$ cat src/rtl/ftc_pkg.sv
package ftc_pkg;

  typedef enum logic [2:0] {
    ST_IDLE,
    ST_RB_SAME,
    ST_RP_SAME,
    ST_RB_GOOD,
    ST_RP_GOOD,
    ST_REPORT
  } ftc_state_e;

  typedef enum logic [1:0] {
    CLS_NONE      = 2'b00,
    CLS_TRANSIENT = 2'b01,
    CLS_SOFTWARE  = 2'b10,
    CLS_HARDWARE  = 2'b11
  } ftc_class_e;

  // strobes from control to datapath
  typedef struct packed {
    logic       inReplay;
    logic       loadClass;
    ftc_class_e classSel;
    logic       showReport;
  } ftc_strobe_t;

endpackage

$ cat src/rtl/ftc_datapath.sv
module ftc_datapath
  import ftc_pkg::*;
#(
  parameter int REPLAY_LIMIT = 16
) (
  input  logic        clk,
  input  logic        rstN,
  input  ftc_strobe_t strobe,
  input  logic        symptomIn,
  input  logic        replayDone,
  output logic        replayEnd,
  output logic        replaySymptom,
  output logic [1:0]  classOut,
  output logic        classValid,
  output logic        traceDiagStart
);

  localparam int CW = $clog2(REPLAY_LIMIT + 1);
  localparam logic [CW-1:0] LAST = CW'(REPLAY_LIMIT - 1);

  logic [CW-1:0] wdCnt;
  logic          symFlag;
  logic          timeout;
  ftc_class_e    classReg;

  assign timeout = strobe.inReplay && (wdCnt == LAST);

  // watchdog counter, cleared whenever no replay is running
  always_ff @(posedge clk) begin
    if (!rstN || !strobe.inReplay) wdCnt <= '0;
    else if (!timeout)             wdCnt <= wdCnt + 1'b1;
  end

  // sticky symptom seen during the current replay
  always_ff @(posedge clk) begin
    if (!rstN || !strobe.inReplay) symFlag <= 1'b0;
    else if (symptomIn)            symFlag <= 1'b1;
  end

  always_ff @(posedge clk) begin
    if (!rstN)                 classReg <= CLS_NONE;
    else if (strobe.loadClass) classReg <= strobe.classSel;
  end

  assign replayEnd      = strobe.inReplay && (replayDone || timeout);
  assign replaySymptom  = symFlag || symptomIn || timeout;
  assign classValid     = strobe.showReport;
  assign classOut       = strobe.showReport ? classReg : CLS_NONE;
  assign traceDiagStart = strobe.showReport && (classReg == CLS_HARDWARE);

  AST_WD_BOUND: assert property (@(posedge clk) disable iff (!rstN)
    strobe.inReplay |-> (wdCnt < CW'(REPLAY_LIMIT)));
  AST_VALID_PULSE: assert property (@(posedge clk) disable iff (!rstN)
    classValid |=> !classValid);
  AST_NONE_WHEN_INVALID: assert property (@(posedge clk) disable iff (!rstN)
    !classValid |-> (classOut == CLS_NONE));
  AST_TRACE_ONLY_HW: assert property (@(posedge clk) disable iff (!rstN)
    traceDiagStart |-> (classValid && classOut == CLS_HARDWARE));

endmodule

$ cat src/rtl/ftc_control.sv
module ftc_control
  import ftc_pkg::*;
(
  input  logic        clk,
  input  logic        rstN,
  input  logic        symptomIn,
  input  logic        rollbackDone,
  input  logic        replayEnd,
  input  logic        replaySymptom,
  output ftc_strobe_t strobe,
  output logic        rollbackReq,
  output logic        replayReq,
  output logic        targetGood
);

  ftc_state_e state, stateNext;

  always_ff @(posedge clk) begin
    if (!rstN) state <= ST_IDLE;
    else       state <= stateNext;
  end

  always_comb begin
    stateNext       = state;
    strobe.loadClass = 1'b0;
    strobe.classSel  = CLS_NONE;
    unique case (state)
      ST_IDLE:    if (symptomIn) stateNext = ST_RB_SAME;
      ST_RB_SAME: if (rollbackDone) stateNext = ST_RP_SAME;
      ST_RP_SAME: if (replayEnd) begin
        if (replaySymptom) stateNext = ST_RB_GOOD;
        else begin
          stateNext        = ST_REPORT;
          strobe.loadClass = 1'b1;
          strobe.classSel  = CLS_TRANSIENT;
        end
      end
      ST_RB_GOOD: if (rollbackDone) stateNext = ST_RP_GOOD;
      ST_RP_GOOD: if (replayEnd) begin
        stateNext        = ST_REPORT;
        strobe.loadClass = 1'b1;
        strobe.classSel  = replaySymptom ? CLS_SOFTWARE : CLS_HARDWARE;
      end
      ST_REPORT:  stateNext = ST_IDLE;
      default:    stateNext = ST_IDLE;
    endcase
  end

  assign strobe.inReplay   = (state == ST_RP_SAME) || (state == ST_RP_GOOD);
  assign strobe.showReport = (state == ST_REPORT);
  assign rollbackReq = (state == ST_RB_SAME) || (state == ST_RB_GOOD);
  assign replayReq   = strobe.inReplay;
  assign targetGood  = (state == ST_RB_GOOD) || (state == ST_RP_GOOD);

  AST_RB_HELD: assert property (@(posedge clk) disable iff (!rstN)
    (rollbackReq && !rollbackDone) |=> (rollbackReq && $stable(targetGood)));
  AST_RP_HELD: assert property (@(posedge clk) disable iff (!rstN)
    (replayReq && !replayEnd) |=> (replayReq && $stable(targetGood)));
  AST_GOOD_OPENS_WITH_RB: assert property (@(posedge clk) disable iff (!rstN)
    $rose(targetGood) |-> rollbackReq);
  AST_RB_TO_REPLAY: assert property (@(posedge clk) disable iff (!rstN)
    (rollbackReq && rollbackDone) |=> (replayReq && !rollbackReq));

endmodule

$ cat src/rtl/fault_triage_ctrl.sv
module fault_triage_ctrl
  import ftc_pkg::*;
#(
  parameter int REPLAY_LIMIT = 16
) (
  input  logic       clk,
  input  logic       rstN,
  input  logic       symptomIn,
  input  logic       rollbackDone,
  input  logic       replayDone,
  output logic       rollbackReq,
  output logic       replayReq,
  output logic       targetGood,
  output logic [1:0] classOut,
  output logic       classValid,
  output logic       traceDiagStart
);

  ftc_strobe_t strobe;
  logic        replayEnd;
  logic        replaySymptom;

  ftc_control u_control (
    .clk           (clk),
    .rstN          (rstN),
    .symptomIn     (symptomIn),
    .rollbackDone  (rollbackDone),
    .replayEnd     (replayEnd),
    .replaySymptom (replaySymptom),
    .strobe        (strobe),
    .rollbackReq   (rollbackReq),
    .replayReq     (replayReq),
    .targetGood    (targetGood)
  );

  ftc_datapath #(.REPLAY_LIMIT(REPLAY_LIMIT)) u_datapath (
    .clk            (clk),
    .rstN           (rstN),
    .strobe         (strobe),
    .symptomIn      (symptomIn),
    .replayDone     (replayDone),
    .replayEnd      (replayEnd),
    .replaySymptom  (replaySymptom),
    .classOut       (classOut),
    .classValid     (classValid),
    .traceDiagStart (traceDiagStart)
  );

endmodule

$ cat config.mk
export PLATFORM = sky130hd
export DESIGN_NAME = fault_triage_ctrl
export DESIGN_NICKNAME = d
export VERILOG_FILES = /design/src/rtl/ftc_pkg.sv /design/src/rtl/ftc_datapath.sv /design/src/rtl/ftc_control.sv /design/src/rtl/fault_triage_ctrl.sv
export SDC_FILE = /design/constraint.sdc
export NUM_CORES = 1
export LEC_CHECK = 0
export BUFFER_PORTS_ARGS = -buffer_cell sky130_fd_sc_hd__buf_2
export CAP_MARGIN = 20
export CORE_ASPECT_RATIO = 1.5
export CORE_MARGIN = 2
export CORE_UTILIZATION = 25
export DETAILED_ROUTE_END_ITERATION = 12
export PLACE_DENSITY = 0.45
export SLEW_MARGIN = 5
export SYNTH_ARGS = -nofsm -noshare
export SYNTH_HDL_FRONTEND = slang
export SYNTH_SLANG_ARGS = --single-unit
$ cat constraint.sdc
create_clock -name clk -period 2.2 [get_ports clk]
set_input_delay 0.33 -clock clk [delete_from_list [all_inputs] [get_ports clk]]
set_output_delay 0.33 -clock clk [all_outputs]
set_load 0.03 [all_outputs]
# Word-level counts from Yosys, hierarchy flattened
# Index checks and enable logic that the tools add are counted.
[totals]
reg_bits = 11
latch_bits = 0
mem_bits_rw = 0
romBits = 0
wordCells = 44
n_memories = 0
[op_classes]
addsub = 1
n_mul = 0
div_mod_pow = 0
n_lt_le_gt_ge = 0
eq_ne = 12
shifts = 0
mux = 13
bitwise = 0
reduce_logical = 14
[ops]
columns = ["op", "count"]
rows = [
  ["3-bit two-way mux", 9],
  ["3-bit case mux with 5 select lines", 1],
  ["2-bit inequality test (second input constant)", 5],
  ["1-bit logical OR", 7],
  ["3-bit by 2-bit == test with 1-bit output (second input constant)", 2],
  ["3-bit == test (second input constant)", 2],
  ["3-bit case mux with 2 select lines", 1],
  ["5-bit by 1-bit adder with 5-bit output (second input constant)", 1],
  ["5-bit by 4-bit == test with 1-bit output (second input constant)", 1],
  ["5-bit AND reduction", 1],
  ["3-bit by 1-bit == test with 1-bit output (second input constant)", 1],
  ["1-bit logical AND", 3],
  ["3-bit logical NOT", 1],
  ["2-bit == test (second input constant)", 1],
  ["1-bit logical NOT", 2],
  ["2-bit two-way mux", 1],
  ["1-bit two-way mux", 1],
]

# Longest topological paths before layout
[depth]
ltp_word = 7
mapped_depth = 8
ltp_nobuf = 7

# Hierarchy
# A second synthesis with hierarchy kept.
[hier_totals]
cells_unflattened = 74
area_unflattened_um2 = 639.4
[by_module_without_submodules]
columns = ["module", "n_inst", "cells_per_inst", "area_per_inst_um2", "seq_area_each_um2"]
rows = [
  ["ftc_datapath", 1, 40, 387.9, 160.2],
  ["ftc_control", 1, 34, 251.5, 60.1],
]

# Worst setup path before layout
# OpenSTA, ideal clock, no wires.
[synth_path]
path_kind = "register to register"
start = "reg u_datapath.wdCnt[0]"
end = "reg u_control.state[0]"
setup_time_ns = 0.115
arrival_ns = 1.535
path_slack_ns = 0.550
path_stages_with_launch = 9
path_buffers = 1
period_less_slack_ns = 1.650
path_cell_list = "dfxtp_1 -> ha_1 -> and3_1 -> ha_1 -> buf_6 -> o21ba_2 -> a2bb2oi_1 -> nor2_1 -> o21a_1"
[synth_via]
elab_chain_cells = 6
[synth_rtl]
columns = ["item", "line_no", "text"]
rows = [
  ["start, declared", "ftc_datapath.sv:21", "logic [CW-1:0] wdCnt;"],
  ["start signal, assigned", "ftc_datapath.sv:31", "else if (!timeout) wdCnt <= wdCnt + 1'b1;"],
  ["5-bit by 4-bit == test with 1-bit output (*)", "ftc_datapath.sv:26", "assign timeout = strobe.inReplay && (wdCnt == LAST);"],
  ["1-bit logical AND (*)", "ftc_datapath.sv:26", ""],
  ["1-bit logical OR (*)", "ftc_datapath.sv:45", "assign replayEnd = strobe.inReplay && (replayDone || timeout);"],
  ["1-bit logical AND (*)", "ftc_datapath.sv:45", ""],
  ["2-bit inequality test (no line)", "-", ""],
  ["5-bit AND reduction (no line) (*)", "-", ""],
  ["end signal, assigned", "ftc_control.sv:20", "else state <= stateNext;"],
  ["end, declared", "ftc_control.sv:16", "ftc_state_e state, stateNext;"],
]
# Every way passes the cells marked *; elsewhere a longest branch is shown, timed or not.
# A chain may end at the register's enable or synchronous reset.

# Final worst setup path
# Ends and elaborated chain as after synthesis.

==> metrics.md <==
| Metric | Value |
|---|---|
| Die Y-Extent | `just under 70 µm` |
| Flop-to-flop setup slack | `between 300 and 400 ps` |
| Post-CTS setup buffer count | `0` |
| End of the worst hold path | `u_datapath.classReg[0]$_SDFFE_PN0P_` |
| Wire per inst | `approximately 11 µm` |
| Dpl ws | `a little under 400 ps` |
| # fillers | `about 290` |
| Largest net degree at the start of global routing | `12` |
| I/O Buffers | `11` |
| CP peak stage delay | `330 ps` |
| Root buffer cell | `clkbuf_8` |
| LEAKAGE | `between 0.3 and 0.4 nW` |
| CTS Sinks | `11` |
| Peak fanout along the critical path | `9` |
| Syn. warnings | `0` |
| Hold path cells | `3` |
| Final Max Tran Viols | `0` |
| Setup TNS | `0 ps` |
| CP Cell Sequence | `ha_1, and3_1, ha_1, o21ba_2, a2bb2oi_1, nor2_1, o21a_1` |
| CP Class | `reg -> reg` |
| Largest area contributor in the netlist | `dfxtp_1` |
| Mean post-synth cell area | `between 9 and 10 µm²` |
| Mapped Area | `668 µm²` |
| Top area cells in the synthesized netlist | `dfxtp_1 33%, nor2_1 7.9%, buf_6 5.1%` |
| First-pass DRT Iterations | `2` |
| Starting DRT DRC Count | `8` |
| Antenna violations before repair | `0` |
| Status | `complete, no violations` |
| Util after Layout | `0.298` |
| CP most frequent cell | `ha_1` |
| First-pass GRT wire length | `2450 µm` |
| Routability cong. | `0.736` |
| Htree depth | `1` |
| Pwr Density | `roughly 620 nW/µm²` |
| Die Width | `around 46 µm` |
| Tot Pwr | `between 400 and 500 µW` |
| TritonCTS Buffers | `3` |
| Slowest-stage cell, CP | `dfxtp_1` |
| Max Clk Rate | `about 0.55 GHz` |
| Starting Density | `0.255` |
| Reg area | `220 µm²` |
| Clock Path Buffers | `2` |
| Min-delay src | `replayDone` |
| Worst rel slew slack | `0.698` |
| Number of placement rows | `23` |
| RR Startpoint | `u_datapath.wdCnt[0]$_SDFFE_PP0N_` |
| Detailed Place HPWL | `approximately 1100 µm` |
| Final worst slack | `394 ps` |
| Area of the multi-input gates | `just under 400 µm²` |
| Final period utilization | `0.821` |
| Ant. Diodes | `0` |
| Required time worst endpoint | `2330 ps` |
| Final wirelength | `~1300 µm` |
| Worst setup EP type | `register` |
| Setup crit start | `u_datapath.wdCnt[0]$_SDFFE_PP0N_` |
| Share of cells above drive strength 1 | `0.279` |
| Placeable core area | `approximately 2600 µm²` |
| Clk_lat worst skew | `between 200 and 250 ps` |
| Cell variety after synth | `32` |
| Hold Fails Final Rpt | `0` |
| Antenna Violating Nets Remaining | `0` |
| Die area | `just over 3000 µm²` |
| Reg clk slew, reported paths | `~50 ps` |
| Setup Skew | `3.72 ps` |
| Setup crit start kind | `register` |
| WP data arrival | `roughly 1900 ps` |
| Synth-to-layout area growth | `16.9%` |
| Final #Nets | `94` |
| Peak supply drop | `between 0.2 and 0.25 mV` |
| Via Count | `520` |
| Vias in the first global route | `around 540` |
| Ports | `12` |
| Post-cts sizing count | `0` |
| Max_cap viols | `0` |
| RSZ-0062 raised after global routing | `no` |
| Post-synthesis sequential area ratio | `0.330` |
| Post-synth top area share | `0.330` |
| R2R depth | `7` |
| Most frequent cells in the layout | `14 x nor2_1, 11 x buf_2, 11 x dfxtp_1` |
| R2r endpoint | `u_control.state[0]$_SDFFE_PN0P_` |
| Cells after synthesis | `74` |
| Final min period | `between 1500 and 2000 ps` |
| Post-Syn Nets | `81` |
| Register bit total from synthesis | `11` |
| Drt drc | `0` |
| Global route overflow | `0` |
| # setup viols final | `0` |
| Tot GR Track Use | `0.107` |
| Commonest non-fill, non-tap cell in the layout | `nor2_1` |
| Hold Path Class | `in -> reg` |
| Slew at the pin with the worst max-slew slack | `453 ps` |
| CTS tree | `built` |
| Vias/cell | `roughly 4.2` |
| Number of hold buffers added after CTS | `0` |
how the worst max path moves through the flow:
stage	end	slack, ps	cells after the start
floorplan	u_control.state[0]$_SDFFE_PN0P_	550	8
global placement	u_control.state[0]$_SDFFE_PN0P_	430	7
detailed placement	u_control.state[0]$_SDFFE_PN0P_	400	7
CTS	targetGood	380	4
global route	targetGood	230	4
finish	u_control.state[0]$_SDFFE_PN0P_	390	7
Yosys cell counts:
cell and n:
o21ai_0 4, nand3_1 1, xor2_1 2, o211ai_1 1, a2bb2oi_1 1, o21ba_2 1
a21oi_4 1, ha_1 2, buf_6 3, xnor2_1 2, and2_1 1, a31oi_1 1
nand2b_4 2, nor2b_2 1, nor3b_1 1, buf_4 1, dfxtp_1 11, a21oi_1 2
nor3_1 2, and3_1 3, nor2_2 1, nor3_4 1, nand2_2 1, nand2_1 3
nor2b_1 2, mux2i_1 1, nor2_1 14, nand4_1 1, nand4b_1 1, a2111oi_4 1
o21a_1 2, inv_1 3
through the flow:
step / hold slack, ps / cell area (µm²) / instances
after floorplan: 447 / 668 / 74
after global placement: 480 / 736 / 119
after detailed placement: 487 / 736 / 119
after CTS: 393 / 781 / 123
after global routing: 395 / 781 / 123
final: 396 / 781 / 123
layout make-up:
type / count / share of cell area
clock buffers: 4 / 0.0577
multi-input cells: 56 / 0.506
inverters: 3 / 0.0144
flip-flops and latches: 11 / 0.282
well taps: 37 / 0.0593
repair buffers: 12 / 0.0801
flip-flops by register name (all words and copies together) (netlist names):
signal               cells
u_control.state          3
u_datapath.classReg      2
u_datapath.wdCnt         5
u_datapath.symFlag       1
per-layer routing:
layer	share of wire	vias up	GRT usage
li1	-	275	-
met1	0.43	234	0.124
met2	0.52	9	0.179
met3	0.040	2	0.0294
met4	0.0077	0	0.0429
met5	0	-	0
kinds of logic after synthesis:
| group | Yosys count | synth area share |
|---|---|---|
| and+or+nand+nor | 35 | 0.305 |
| muxes | 1 | 0.0150 |
| buffers and inverters | 7 | 0.0787 |
| DFF | 11 | 0.330 |
| xor gates and xnor gates | 4 | 0.0524 |
| adders and majority gates | 2 | 0.0374 |
| AOI/OAI and AO/OA | 14 | 0.182 |
critical path: cells and delay by family, from the launching register on:
| family | cells | cell delay (ps) |
|---|---|---|
| and+or+nand+nor | 2 | 230 |
| DFF | 1 | 330 |
| adders and majority gates | 2 | 530 |
| AOI/OAI and AO/OA | 3 | 600 |
power by group:
group          switching [mW]  total (mW)  internal, mW
registers              0.0142       0.220         0.206
clock network          0.0701       0.197         0.127
logic                  0.0393      0.0710        0.0316
total                   0.124       0.488         0.364
Power figures use the tool's default switching activity.
